[src/rtl/serial_rx_pkg.sv]
package serial_rx_pkg;
  typedef enum logic [2:0] {
    RX_IDLE,
    RX_START,
    RX_DATA,
    RX_PAR,
    RX_STOP
  } rx_state_e;
endpackage

[src/rtl/serial_rx_sync.sv]
module serial_rx_sync #(
  parameter int   STAGES    = 2,
  parameter logic RESET_VAL = 1'b1
) (
  input  logic clk,
  input  logic rst_n,
  input  logic d,
  output logic q
);
  logic [STAGES-1:0] chain;

  generate
    if (STAGES == 1) begin : g_single
      always_ff @(posedge clk or negedge rst_n) begin
        if (!rst_n) chain <= RESET_VAL;
        else        chain <= d;
      end
    end else begin : g_multi
      always_ff @(posedge clk or negedge rst_n) begin
        if (!rst_n) chain <= {STAGES{RESET_VAL}};
        else        chain <= {chain[STAGES-2:0], d};
      end
    end
  endgenerate

  assign q = chain[STAGES-1];
endmodule

[src/rtl/serial_rx_deframer.sv]
module serial_rx_deframer
  import serial_rx_pkg::*;
#(
  parameter int DATA_MAX   = 8,
  parameter int OVERSAMPLE = 16
) (
  input  logic                clk,
  input  logic                rst_n,
  input  logic                en,
  input  logic                tick,
  input  logic                line,
  input  logic                seven_bit,
  input  logic                parity_en,
  input  logic                parity_odd,
  output logic                frame_end,
  output logic [DATA_MAX-1:0] frame_data,
  output logic                frame_perr,
  output logic                frame_ferr
);
  localparam int CW   = $clog2(OVERSAMPLE);
  localparam int IW   = $clog2(DATA_MAX);
  localparam int HALF = OVERSAMPLE / 2;
  localparam logic [CW-1:0] LAST   = CW'(OVERSAMPLE - 1);
  localparam logic [CW-1:0] MID    = CW'(HALF - 1);
  localparam logic [IW-1:0] IDX_8  = IW'(DATA_MAX - 1);
  localparam logic [IW-1:0] IDX_7  = IW'(DATA_MAX - 2);

  rx_state_e          state;
  logic [CW-1:0]      cnt;
  logic [IW-1:0]      idx;
  logic [DATA_MAX-1:0] shreg;
  logic               acc, pbit, idle_high;
  logic               f_seven, f_par, f_odd;
  logic               bit_point;
  logic [IW-1:0]      idx_last;

  assign bit_point  = tick && (cnt == LAST);
  assign idx_last   = f_seven ? IDX_7 : IDX_8;
  assign frame_end  = en && bit_point && (state == RX_STOP);
  assign frame_data = shreg;
  assign frame_perr = f_par && (acc ^ pbit ^ f_odd);
  assign frame_ferr = ~line;

  always_ff @(posedge clk or negedge rst_n) begin
    if (!rst_n) begin
      state     <= RX_IDLE;
      cnt       <= '0;
      idx       <= '0;
      shreg     <= '0;
      acc       <= 1'b0;
      pbit      <= 1'b0;
      idle_high <= 1'b0;
      f_seven   <= 1'b0;
      f_par     <= 1'b0;
      f_odd     <= 1'b0;
    end else if (!en) begin
      state     <= RX_IDLE;
      cnt       <= '0;
      idle_high <= 1'b0;
    end else if (tick) begin
      unique case (state)
        RX_IDLE: begin
          if (line) idle_high <= 1'b1;
          else if (idle_high) begin
            state <= RX_START;
            cnt   <= '0;
          end
        end
        RX_START: begin
          if (cnt == MID) begin
            cnt <= '0;
            if (!line) begin
              state   <= RX_DATA;
              idx     <= '0;
              shreg   <= '0;
              acc     <= 1'b0;
              f_seven <= seven_bit;
              f_par   <= parity_en;
              f_odd   <= parity_odd;
            end else begin
              state <= RX_IDLE;
            end
          end else begin
            cnt <= cnt + 1'b1;
          end
        end
        default: begin
          if (cnt != LAST) begin
            cnt <= cnt + 1'b1;
          end else begin
            cnt <= '0;
            if (state == RX_DATA) begin
              shreg[idx] <= line;
              acc        <= acc ^ line;
              if (idx == idx_last) state <= f_par ? RX_PAR : RX_STOP;
              else                 idx   <= idx + 1'b1;
            end else if (state == RX_PAR) begin
              pbit  <= line;
              state <= RX_STOP;
            end else begin
              idle_high <= line;
              state     <= RX_IDLE;
            end
          end
        end
      endcase
    end
  end

  // a disabled receiver is idle on the next cycle
  a_r11_idle_when_off: assert property (@(posedge clk) disable iff (!rst_n)
    !en |=> (state == RX_IDLE));
  // completing a frame always returns to idle
  a_r13_end_to_idle: assert property (@(posedge clk) disable iff (!rst_n)
    frame_end |=> (state == RX_IDLE));
  // a start-bit high at mid-point aborts to idle
  a_r1_false_start: assert property (@(posedge clk) disable iff (!rst_n)
    (en && tick && state == RX_START && cnt == MID && line) |=> (state == RX_IDLE));
endmodule

[src/rtl/serial_rx_status.sv]
module serial_rx_status #(
  parameter int DATA_MAX = 8
) (
  input  logic                clk,
  input  logic                rst_n,
  input  logic                en,
  input  logic                frame_end,
  input  logic [DATA_MAX-1:0] frame_data,
  input  logic                frame_perr,
  input  logic                frame_ferr,
  input  logic                rearm,
  input  logic                clr_ovr,
  input  logic                clr_par,
  input  logic                clr_frm,
  output logic [DATA_MAX-1:0] hold_q,
  output logic                done_q,
  output logic                ovr_q,
  output logic                par_q,
  output logic                frm_q
);
  logic armed, arm_eff, take;

  assign arm_eff = armed | rearm;
  assign take    = en & frame_end & arm_eff;

  always_ff @(posedge clk or negedge rst_n) begin
    if (!rst_n) begin
      armed  <= 1'b0;
      done_q <= 1'b0;
      ovr_q  <= 1'b0;
      par_q  <= 1'b0;
      frm_q  <= 1'b0;
    end else if (!en) begin
      armed  <= 1'b0;
      done_q <= 1'b0;
      ovr_q  <= 1'b0;
      par_q  <= 1'b0;
      frm_q  <= 1'b0;
    end else begin
      armed  <= frame_end ? 1'b0 : arm_eff;
      done_q <= frame_end;
      ovr_q  <= (frame_end & ~arm_eff)   | (ovr_q & ~clr_ovr);
      par_q  <= (frame_end & frame_perr) | (par_q & ~clr_par);
      frm_q  <= (frame_end & frame_ferr) | (frm_q & ~clr_frm);
    end
  end

  always_ff @(posedge clk) begin
    if (take) hold_q <= frame_data;
  end

  // completion pulse never lasts two cycles
  a_r6_done_single: assert property (@(posedge clk) disable iff (!rst_n)
    done_q |=> !done_q);
  // armed completion loads the byte and consumes the arming
  a_r7_load_consumes: assert property (@(posedge clk) disable iff (!rst_n)
    (en && frame_end && (armed || rearm)) |=> (hold_q == $past(frame_data)) && !armed);
  // unarmed completion raises overrun and keeps the older byte
  a_r8_overrun_keeps: assert property (@(posedge clk) disable iff (!rst_n)
    (en && frame_end && !armed && !rearm) |=> ovr_q && $stable(hold_q));
  // a framing error set wins over a same-cycle clear
  a_r10_set_beats_clear: assert property (@(posedge clk) disable iff (!rst_n)
    (en && frame_end && frame_ferr) |=> frm_q);
  // a clear with no competing event drops the parity flag
  a_r9_clear_parity: assert property (@(posedge clk) disable iff (!rst_n)
    (en && clr_par && !(frame_end && frame_perr)) |=> !par_q);
  // disabling clears every flag and the arming
  a_r11_off_clears: assert property (@(posedge clk) disable iff (!rst_n)
    !en |=> !ovr_q && !par_q && !frm_q && !armed);
endmodule

[src/rtl/serial_rx_flags.sv]
module serial_rx_flags #(
  parameter int DATA_MAX    = 8,
  parameter int OVERSAMPLE  = 16,
  parameter int SYNC_STAGES = 2
) (
  input  logic                clk,
  input  logic                rst_n,
  input  logic                rx_enable,
  input  logic                baud_tick,
  input  logic                serial_in,
  input  logic                seven_bit,
  input  logic                parity_en,
  input  logic                parity_odd,
  input  logic                rx_rearm,
  input  logic                clr_overrun,
  input  logic                clr_parity,
  input  logic                clr_framing,
  output logic [DATA_MAX-1:0] rx_data,
  output logic                rx_done,
  output logic                overrun_err,
  output logic                parity_err,
  output logic                framing_err
);
  logic                line_s;
  logic                f_end, f_perr, f_ferr;
  logic [DATA_MAX-1:0] f_data;

  serial_rx_sync #(.STAGES(SYNC_STAGES), .RESET_VAL(1'b1)) u_sync (
    .clk(clk), .rst_n(rst_n), .d(serial_in), .q(line_s)
  );

  serial_rx_deframer #(.DATA_MAX(DATA_MAX), .OVERSAMPLE(OVERSAMPLE)) u_deframer (
    .clk(clk), .rst_n(rst_n), .en(rx_enable), .tick(baud_tick), .line(line_s),
    .seven_bit(seven_bit), .parity_en(parity_en), .parity_odd(parity_odd),
    .frame_end(f_end), .frame_data(f_data), .frame_perr(f_perr), .frame_ferr(f_ferr)
  );

  serial_rx_status #(.DATA_MAX(DATA_MAX)) u_status (
    .clk(clk), .rst_n(rst_n), .en(rx_enable),
    .frame_end(f_end), .frame_data(f_data), .frame_perr(f_perr), .frame_ferr(f_ferr),
    .rearm(rx_rearm), .clr_ovr(clr_overrun), .clr_par(clr_parity), .clr_frm(clr_framing),
    .hold_q(rx_data), .done_q(rx_done), .ovr_q(overrun_err), .par_q(parity_err),
    .frm_q(framing_err)
  );
endmodule

[config.mk]
export PLATFORM = sky130hd
export DESIGN_NAME = serial_rx_flags
export DESIGN_NICKNAME = d
export VERILOG_FILES = /design/src/rtl/serial_rx_pkg.sv /design/src/rtl/serial_rx_sync.sv /design/src/rtl/serial_rx_deframer.sv /design/src/rtl/serial_rx_status.sv /design/src/rtl/serial_rx_flags.sv
export SDC_FILE = /design/constraint.sdc
export NUM_CORES = 1
export LEC_CHECK = 0
export BUFFER_PORTS_ARGS = -buffer_cell sky130_fd_sc_hd__buf_2
export CORE_MARGIN = 2
export CORE_UTILIZATION = 50
export DETAILED_ROUTE_END_ITERATION = 7
export PLACE_DENSITY_LB_ADDON = 0.2
export SYNTH_ARGS = -nofsm -noshare
export SYNTH_HDL_FRONTEND = slang
export SYNTH_HIERARCHICAL = 1
export SYNTH_SLANG_ARGS = --single-unit
export TNS_END_PERCENT = 30
[constraint.sdc]
create_clock -name clk -period 3.59 [get_ports clk]
set_clock_uncertainty 0.2 [all_clocks]
set_input_delay 0.359 -clock clk [delete_from_list [all_inputs] [get_ports clk]]
set_output_delay 0.359 -clock clk [all_outputs]
set_load 0.01 [all_outputs]
==> results of run 1 <==
[what timing repair did]
item / 4_1_cts / 5_1_grt
resized for setup: 0 / 0
setup buffers: 0 / 0
hold buffers: 2 / 0
hold endpoints to repair: 30 / 0
[through the flow]
stage / hold WS (ns) / std cells / utilization / setup WS (ns)
6_report: 0.04421 / 258 / 0.5851 / 1.024
5_1_grt: 0.04198 / 258 / 0.5851 / 0.7963
4_1_cts: 0.04265 / 258 / 0.5851 / 1.026
3_5_place_dp: 0.1485 / 248 / 0.5492 / 1.004
3_3_place_gp: 0.1469 / 248 / 0.5492 / 1.094
2_1_floorplan: -0.1366 / 188 / - / 1.343
[metal layers]
| metal | share of wire | wire length (um) |
|---|---|---|
| met4 | 0.012 | 43 |
| met5 | 0 | 0 |
| met2 | 0.47 | 1693 |
| met1 | 0.47 | 1689 |
| met3 | 0.054 | 195 |
[final timing paths]
check / from / end / slack, ns / cells after the start
min in group asynchronous: rst_n / u_deframer/idx[1] / 0.44 / 2
worst min-delay path: clr_overrun / u_status/ovr_q / 0.04 / 2
worst min register to register: u_sync/chain[0] / u_sync/chain[1] / 0.16 / 0
worst max register to register: u_deframer/cnt[0] / u_status/hold_q[1] / 1.02 / 5
max in group asynchronous: rst_n / u_deframer/state[1] / 2.31 / 2
worst max-delay path: u_deframer/cnt[0] / u_status/hold_q[1] / 1.02 / 5
[flip-flops by register name (all words and copies together) (netlist names), 2 cells and up]
register,cells
u_status/hold_q,8
u_sync/chain,2
u_deframer/idx,3
u_deframer/frame_data,8
u_deframer/cnt,4
u_deframer/state,3
[worst max-delay path: cells and delay by family, from the launching register on]
family / cells / cell delay [ns]
flops: 1 / 0.41
simple gates: 4 / 1.34
fa+ha+maj: 1 / 0.26
[layout by cell type, fill, tap and decap left out, types with 3 or more instances in the layout]
cell type                   n
sky130_fd_sc_hd__dfrtp_1   29
sky130_fd_sc_hd__nand2_1   24
sky130_fd_sc_hd__buf_2     23
sky130_fd_sc_hd__nor2_1    11
sky130_fd_sc_hd__inv_1      9
sky130_fd_sc_hd__nor3_1     8
sky130_fd_sc_hd__nand3_1    8
sky130_fd_sc_hd__o21ai_0    8
sky130_fd_sc_hd__edfxtp_1   8
sky130_fd_sc_hd__o31ai_1    7
sky130_fd_sc_hd__a21oi_1    6
sky130_fd_sc_hd__clkbuf_8   5
sky130_fd_sc_hd__nand2b_1   5
sky130_fd_sc_hd__xnor2_1    4
sky130_fd_sc_hd__nand4_1    3
sky130_fd_sc_hd__o41ai_1    3
sky130_fd_sc_hd__o211ai_1   3
sky130_fd_sc_hd__nor4_1     3
sky130_fd_sc_hd__o22ai_1    3
[cell type report]
class | instances | area (um^2) | area share
sequential | 39 | 1018 | 0.4719
multi-input combinational | 129 | 798.3 | 0.3699
timing repair buffer | 25 | 135.1 | 0.06261
clock buffer | 5 | 68.82 | 0.03188
tap | 48 | 60.06 | 0.02783
clock inverter | 3 | 43.79 | 0.02029
inverter | 9 | 33.78 | 0.01565
[cell families after synthesis]
family                   count (synthesis)  share of synthesized area
AND/OR/NAND/NOR                         77                     0.2070
AO/OA/AOI/OAI                           43                     0.1608
flip-flops                              39                     0.5299
buffers and inverters                   20                    0.05468
XOR/XNOR                                 4                    0.01823
multiplexers                             3                    0.01628
adder cells (fa/ha/maj)                  2                    0.01302
[report_power, final]
part           switching (mW)  internal, mW
logic                  0.0486        0.0305
registers              0.0151         0.458
clock network           0.153         0.207
==> results.toml, run 1 <==
[run_status]
status = "finished, final reports clean"

[grt]
grt_use_met1 = 0.2545
first_global_vias = 1367
top_usage_layer = "met2"
grt_util_met3 = 0.04770
grt_usage = 0.1873
grt_max_degree = 32
grt-ovfl-total = 0
met2_usage = 0.2980
initial_antenna_violation_count = 0
grt_pass1_wl_mm = 6.244

[final_layout]
synthesis_to_finish_area_growth_pct = 12.30
final_area_um2 = 2158
filler_cell_count = 339
fraction_of_layout_cells_with_a_size_suffix_above_1 = 0.2000
finalNetCount = 223
antenna_cells_inserted = 0

[placed_design]
io_buffers = 23
place_area_um2 = 2026
placer_congestion = 0.8582
dp_hpwl_mm = 2.610

[synthesis]
synth.avg_cell_area_um2 = 10.22
synth.area.top_cells = "sky130_fd_sc_hd__dfrtp_1 38%, sky130_fd_sc_hd__edfxtp_1 13%, sky130_fd_sc_hd__nand2_1 4.7%, sky130_fd_sc_hd__dfstp_2 2.7%, sky130_fd_sc_hd__o31ai_1 2.7%"
asyncSetResetFlopFracSynth = 0.7949
number_of_flops_mapped_to_enable_cells_by_yosys = 8
synthCells = 188
syn_nets = 202
synthesis.yosys.warnings = 6
synth_top_area_frac = 0.3776
synth.cells.most_frequent = "29 x sky130_fd_sc_hd__dfrtp_1, 24 x sky130_fd_sc_hd__nand2_1, 11 x sky130_fd_sc_hd__nor2_1"
postSynth.topFlopCell = "sky130_fd_sc_hd__dfrtp_1"
synth_most_common_cell = "sky130_fd_sc_hd__dfrtp_1"
ys_seq_elements = 39
synth_largest_area_cell = "sky130_fd_sc_hd__dfrtp_1"
synth-seq-area-share = 0.5299
yosys.cell_types.count = 49
mappedNetlistArea_um2 = 1922

[worst_setup_path]
critPathMaxStageDelay_ns = 0.47
cp.required_ns = 3.32
timing.setup.critical_path_class = "register to register"
start_kind = "register"
cp_data_arrival_time_ns = 2.29
cp-end-kind = "register"
cp_cell_sequence = "ha_1 > nand4_1 > nor3_1 > nand2_2 > nor2_1"
timing.critical_path.fanout_max = 8
critical-path-slowest-cell = "sky130_fd_sc_hd__nor3_1"

[routing]
drc = 0
via_per_inst = 5.678
first_pass_iters = 4
routed-via-count = 1465
drt_iter0_markers = 61
routedWlPerCell_um = 14.03
route.antenna.remaining_nets = 0
routed_wl_mm = 3.621

[sta]
slew_viol_final = 0
fmaxAchievable_mhz = 389.8
min_period_over_period = 0.7146
finalWorstPathRequiredPeriod_ns = 2.566
number_of_hold_violations_in_the_final_report = 0
totalNegativeSetupSlack_ns = 0
rsz0062_at_grt = "no"
worst_slew_pin_slew_ns = 0.8096
setup_viol = 0
max_slew_margin = 0.4553

[clock_network]
clk_root_buffer_cell = "sky130_fd_sc_hd__clkbuf_8"
cts_tree = "yes"
numClockSinks = 39
clk_path_buf_depth = 2
clk-insertion-delay-late_ns = 0.29
clk_pin_slew_ns = 0.08
cts_max_level = 2
cts_buffers = 5

[power_and_ir_drop]
power.total_mw = 0.9123
power_per_cell_area_nw_per_um2 = 422.7
leakagePower_nw = 0.9461
irDropWorstVdd_mv = 0.2308

[floorplanning]
floorplan.io_pins = 24
start_util = 0.5210
die_w_um = 66.00
die_height_um = 66.00
row_count = 22
fp.dieArea_um2 = 4355
floorplan.core_area_um2 = 3689

[job]
max-cap-violations = 0

[worst_hold_path]
hold_class = "primary input to register"
Note: power is estimated with default switching activity, not from simulation.
==> run 2, diff against run 1 <==
--- a/config.mk
+++ b/config.mk
@@ -5,6 +5,7 @@
 export SDC_FILE = /design/constraint.sdc
 export NUM_CORES = 1
 export LEC_CHECK = 0
+export ABC_AREA = 1
 export BUFFER_PORTS_ARGS = -buffer_cell sky130_fd_sc_hd__buf_2
 export CORE_MARGIN = 2
 export CORE_UTILIZATION = 50
==> constraint.sdc (replaced) <==
create_clock -name clk -period 2.7 [get_ports clk]
set_clock_uncertainty 0.2 [all_clocks]
set_input_delay 0.27 -clock clk [delete_from_list [all_inputs] [get_ports clk]]
set_output_delay 0.27 -clock clk [all_outputs]
set_load 0.01 [all_outputs]
==> results.toml, run 2 <==
[synthesis]
postSynth.topFlopCell = "sky130_fd_sc_hd__dfrtp_1"
asyncSetResetFlopFracSynth = 0.7949
synth.avg_cell_area_um2 = 7.907
synth.area.top_cells = "sky130_fd_sc_hd__dfrtp_1 35%, sky130_fd_sc_hd__nand2_1 16%, sky130_fd_sc_hd__edfxtp_1 12%, sky130_fd_sc_hd__nand3_1 6.6%, sky130_fd_sc_hd__inv_1 4.6%"
synth_top_area_frac = 0.3530
synth-seq-area-share = 0.4954
syn_nets = 274
synthesis.yosys.warnings = 6
number_of_flops_mapped_to_enable_cells_by_yosys = 8
synthCells = 260
yosys.cell_types.count = 29
synth_largest_area_cell = "sky130_fd_sc_hd__dfrtp_1"
synth_most_common_cell = "sky130_fd_sc_hd__nand2_1"
synth.cells.most_frequent = "86 x sky130_fd_sc_hd__nand2_1, 29 x sky130_fd_sc_hd__dfrtp_1, 27 x sky130_fd_sc_hd__nand3_1"
ys_seq_elements = 39
mappedNetlistArea_um2 = 2056

[routing]
route.antenna.remaining_nets = 0
routed-via-count = 1704
drc = 0
via_per_inst = 4.997
first_pass_iters = 4
routed_wl_mm = 3.783
routedWlPerCell_um = 11.09
drt_iter0_markers = 99

[sta]
totalNegativeSetupSlack_ns = 0
max_slew_margin = 0.5519
number_of_hold_violations_in_the_final_report = 0
fmaxAchievable_mhz = 477.7
rsz0062_at_grt = "no"
slew_viol_final = 0
worst_slew_pin_slew_ns = 0.6721
finalWorstPathRequiredPeriod_ns = 2.093
min_period_over_period = 0.7753
setup_viol = 0
setup_ws_ns = 0.6066

[worst_setup_path]
timing.critical_path.fanout_max = 8
timing.setup.critical_path_class = "register to register"
start_kind = "register"
cp-end-kind = "register"
cp_data_arrival_time_ns = 1.90
worstRegToRegCells = 6
cp.required_ns = 2.50
worst-r2r-setup-slack_ns = 0.61

[clock_network]
cts_max_level = 2
clk_pin_slew_ns = 0.08
clk_root_buffer_cell = "sky130_fd_sc_hd__clkbuf_8"
numClockSinks = 39
clk-insertion-delay-late_ns = 0.29
cts_buffers = 5
clk_path_buf_depth = 2
cts_repair_resize_count = 0
cts_tree = "yes"

[worst_hold_path]
hold_class = "primary input to register"
worstHoldPathCells = 3

[final_layout]
fraction_of_layout_cells_with_a_size_suffix_above_1 = 0.1753
antenna_cells_inserted = 0
layout.cells.non_filler = 341
finalNetCount = 304
utilization = 0.5892
most-common-layout-cells = "86 x sky130_fd_sc_hd__nand2_1, 29 x sky130_fd_sc_hd__dfrtp_1, 27 x sky130_fd_sc_hd__nand3_1, 25 x sky130_fd_sc_hd__nor2_1, 25 x sky130_fd_sc_hd__inv_1"
most_common_cell_after_layout_fill_and_taps_aside = "sky130_fd_sc_hd__nand2_1"
synthesis_to_finish_area_growth_pct = 13.82
filler_cell_count = 377

[grt]
grt_pass1_wl_mm = 6.755
grt-ovfl-total = 0
grt_usage = 0.1970
grt_max_degree = 32
first_global_vias = 1584
initial_antenna_violation_count = 0

[placed_design]
dp_slack_ns = 0.6316
placer_congestion = 0.8974
dp_hpwl_mm = 2.814
numPlacedInstances = 329
io_buffers = 23

[job]
max-cap-violations = 0

[run_status]
status = "finished, final reports clean"

[power_and_ir_drop]
leakagePower_nw = 1.213
power_per_cell_area_nw_per_um2 = 714.1
irDropWorstVdd_mv = 0.2775
power.total_mw = 1.671

[floorplanning]
row_count = 23
die_height_um = 68.12
floorplan.io_pins = 24
floorplan.core_area_um2 = 3971
die_w_um = 68.12
start_util = 0.5176
fp.dieArea_um2 = 4640
## run 2: changes by cell type after synthesis, sizes merged, moves of 7 or more
cell	change
inv	+20
nand2	+67
nand3	+21
nor2	+19
o31ai	-7
## run 2: worst paths after layout
path                                        start                  endpoint
min in group asynchronous                   rst_n         u_deframer/cnt[0]
max in group asynchronous                   rst_n  u_deframer/frame_data[4]
worst min register to register    u_sync/chain[0]           u_sync/chain[1]
worst max-delay path            u_deframer/cnt[0]        u_status/hold_q[0]
worst min-delay path                   parity_odd          u_deframer/f_odd
worst max register to register  u_deframer/cnt[0]        u_status/hold_q[0]
## run 2: repair_timing
| item | CTS | global route |
|---|---|---|
| hold endpoints to repair | 32 | 0 |
| hold buffers | 4 | 0 |
| setup buffers | 0 | 0 |
## run 2: cells by family (layout without fill, tap and decap cells)
family	count (synthesis)	in the layout	synth area share
flip-flops	39	39	0.4954
adder cells (fa/ha/maj)	2	2	0.01217
AND/OR/NAND/NOR	163	163	0.3615
AO/OA/AOI/OAI	18	18	0.04626
XOR/XNOR	4	4	0.01705
buffers and inverters	34	65	0.06755
## run 2: worst max-delay path, stage by stage, from the launching register on
cell	delay, ns
sky130_fd_sc_hd__dfrtp_1	0.38
sky130_fd_sc_hd__ha_1	0.22
sky130_fd_sc_hd__nand3_1	0.17
sky130_fd_sc_hd__nor3_1	0.43
sky130_fd_sc_hd__nand2_2	0.11
sky130_fd_sc_hd__nor2_1	0.13
sky130_fd_sc_hd__buf_4	0.17
## run 2: routing by layer
| layer | track usage | wire length [um] | share of wire | up-vias |
|---|---|---|---|---|
| li1 | - | - | - | 894 |
| met1 | 0.2653 | 1877 | 0.50 | 763 |
| met2 | 0.3095 | 1675 | 0.44 | 45 |
| met3 | 0.05263 | 203 | 0.054 | 2 |
| met4 | 0.06250 | 27 | 0.0071 | 0 |
| met5 | 0 | 0 | 0 | - |
## run 2: layout make-up
class	instances	area [um^2]	share of cell area
Multi-Input combinational cell	187	898.4	0.3840
Inverter	29	108.9	0.04652
Sequential cell	39	1018	0.4353
Timing Repair Buffer	28	162.7	0.06952
Clock inverter	3	20.02	0.008556
Tap cell	50	62.56	0.02674
Clock buffer	5	68.82	0.02941
## run 2: per-stage QoR
stage / hold WS, ns / instance area (um^2)
floorplan: -0.2256 / 2056
detailed placement: 0.1479 / 2211
global placement: 0.1461 / 2211
global route: 0.01366 / 2340
CTS: 0.006987 / 2340
finish: 0.02149 / 2340
## run 2: power breakdown
part	internal, mW	switching [mW]	leakage [nW]	total, mW
Clock	0.179	0.201	0.0402	0.380
Combinational	0.172	0.387	0.709	0.559
Sequential	0.660	0.0717	0.464	0.731
==> run 3, diff against run 2 <==
==> constraint.sdc (replaced) <==
create_clock -name clk -period 2 [get_ports clk]
set_clock_uncertainty 0.2 [all_clocks]
set_input_delay 0.2 -clock clk [delete_from_list [all_inputs] [get_ports clk]]
set_output_delay 0.2 -clock clk [all_outputs]
set_load 0.01 [all_outputs]
==> results.toml, run 3 (synthesis results as in run 2) <==
[run_status]
status = "finished, final reports clean"

[job]
max-cap-violations = 0

[grt]
grt_max_degree = 32
first_global_vias = 1607
grt_usage = 0.2071
initial_antenna_violation_count = 0
grt_pass1_wl_mm = 7.141
grt-ovfl-total = 0

[sta]
min_period_over_period = 0.9463
slew_viol_final = 0
worst_slew_pin_slew_ns = 0.6759
fmaxAchievable_mhz = 528.3
number_of_hold_violations_in_the_final_report = 0
setup_viol = 0
holdWs_ns = 0.09848
setup_ws_ns = 0.1073
rsz0062_at_grt = "yes"
max_slew_margin = 0.5494
finalWorstPathRequiredPeriod_ns = 1.893

[power_and_ir_drop]
power.total_mw = 2.453
leakagePower_nw = 1.277
irDropWorstVdd_mv = 0.5335
power_per_cell_area_nw_per_um2 = 993.2

[routing]
drc = 0
routedWlPerCell_um = 11.78
routed-via-count = 1760
first_pass_iters = 5
route.antenna.remaining_nets = 0
drt_iter0_markers = 104
via_per_inst = 5.000
routed_wl_mm = 4.146

[worst_setup_path]
start_kind = "register"
timing.critical_path.fanout_max = 8
cp-end-kind = "register"
critPathMaxStageDelay_ns = 0.39
cp_cell_sequence = "ha_1 > nand3_1 > buf_4 > nand2_1 > nand3_4 > nor2_4 > nand2_1 > nand2_1 > nand2_1"
timing.setup.critical_path_class = "register to register"
sum_of_buffers_and_inverters_on_the_critical_path = 1
crit_path_frequent_cell = "sky130_fd_sc_hd__nand2_1"
critical-path-slowest-cell = "sky130_fd_sc_hd__dfrtp_1"
critical-path-top-delay-family = "simple AND/OR/NAND/NOR gates"
cp_data_arrival_time_ns = 1.88
cp.required_ns = 1.99

[clock_network]
cts_max_level = 2
clk_root_buffer_cell = "sky130_fd_sc_hd__clkbuf_8"
clk-insertion-delay-late_ns = 0.29
numClockSinks = 39
post_cts_buffers = 0
clk_path_buf_depth = 2
cts_buffers = 5
clk_pin_slew_ns = 0.08
cts_tree = "yes"

[floorplanning]
fp.dieArea_um2 = 4640
die_w_um = 68.12
floorplan.core_area_um2 = 3971
floorplan.io_pins = 24
row_count = 23
start_util = 0.5176
die_height_um = 68.12

[final_layout]
most-common-layout-cells = "86 x sky130_fd_sc_hd__nand2_1, 29 x sky130_fd_sc_hd__dfrtp_1, 27 x sky130_fd_sc_hd__nand3_1, 25 x sky130_fd_sc_hd__inv_1, 24 x sky130_fd_sc_hd__nor2_1"
most_common_cell_after_layout_fill_and_taps_aside = "sky130_fd_sc_hd__nand2_1"
antenna_cells_inserted = 0
filler_cell_count = 363
finalNetCount = 315
final_area_um2 = 2470
synthesis_to_finish_area_growth_pct = 20.15
fraction_of_layout_cells_with_a_size_suffix_above_1 = 0.1921

[placed_design]
place_area_um2 = 2251
io_buffers = 23
dp_hpwl_mm = 2.890
dp_slack_ns = 0.01645
placer_congestion = 0.9010

[worst_hold_path]
hold_class = "primary input to register"
-- run 3: final timing paths --
kind | start | cells after the start | end | slack, ns
worst max-delay path | u_deframer/cnt[0] | 9 | u_deframer/frame_data[1] | 0.11
worst min-delay path | baud_tick | 5 | u_deframer/idle_high | 0.1
worst max register to register | u_deframer/cnt[0] | 9 | u_deframer/frame_data[1] | 0.11
worst min register to register | u_sync/chain[0] | 0 | u_sync/chain[1] | 0.16
max in group asynchronous | rst_n | 2 | u_deframer/acc | 0.89
min in group asynchronous | rst_n | 2 | u_deframer/idx[2] | 0.28
-- run 3: through the flow --
stage	setup TNS, ns	std cells	util
2_1_floorplan	0	260	-
3_3_place_gp	0	334	0.5668
3_5_place_dp	0	334	0.5668
4_1_cts	0	351	0.6178
5_1_grt	-0.007559	352	0.6219
6_report	0	352	0.6219
-- run 3: area by class of cell --
type	count	area, um^2	area share
well taps	50	62.56	0.02533
clock buffers	5	68.82	0.02786
multi-input cells	188	917.1	0.3713
repair buffers	38	250.2	0.1013
clock inverters	3	43.79	0.01773
flip-flops and latches	39	1018	0.4124
inverters	29	108.9	0.04407
-- run 3: what timing repair did --
item | CTS | global route
resized for setup | 0 | 1
setup endpoints to repair | 0 | 10
hold buffers | 9 | 0
hold endpoints to repair | 37 | 0
-- run 3: report_power, final --
part / internal, mW / total (mW) / switching (mW)
Sequential: 0.890 / 0.970 / 0.0797
Combinational: 0.271 / 0.833 / 0.562
Clock: 0.371 / 0.650 / 0.279
Total: 1.53 / 2.45 / 0.920
-- run 3: per-layer routing --
metal	GRT usage	wire [um]
met2	0.3204	1836
met3	0.05428	170
met4	0.06000	46
met5	0	0
met1	0.2862	2092
-- run 3: tightest hold or removal path, delay by kind of cell --
| family | cells | cell delay [ns] |
|---|---|---|
| AND/OR/NAND/NOR | 2 | 0.13 |
| buffers and inverters | 2 | 0.15 |
| AO/OA/AOI/OAI | 1 | 0.06 |
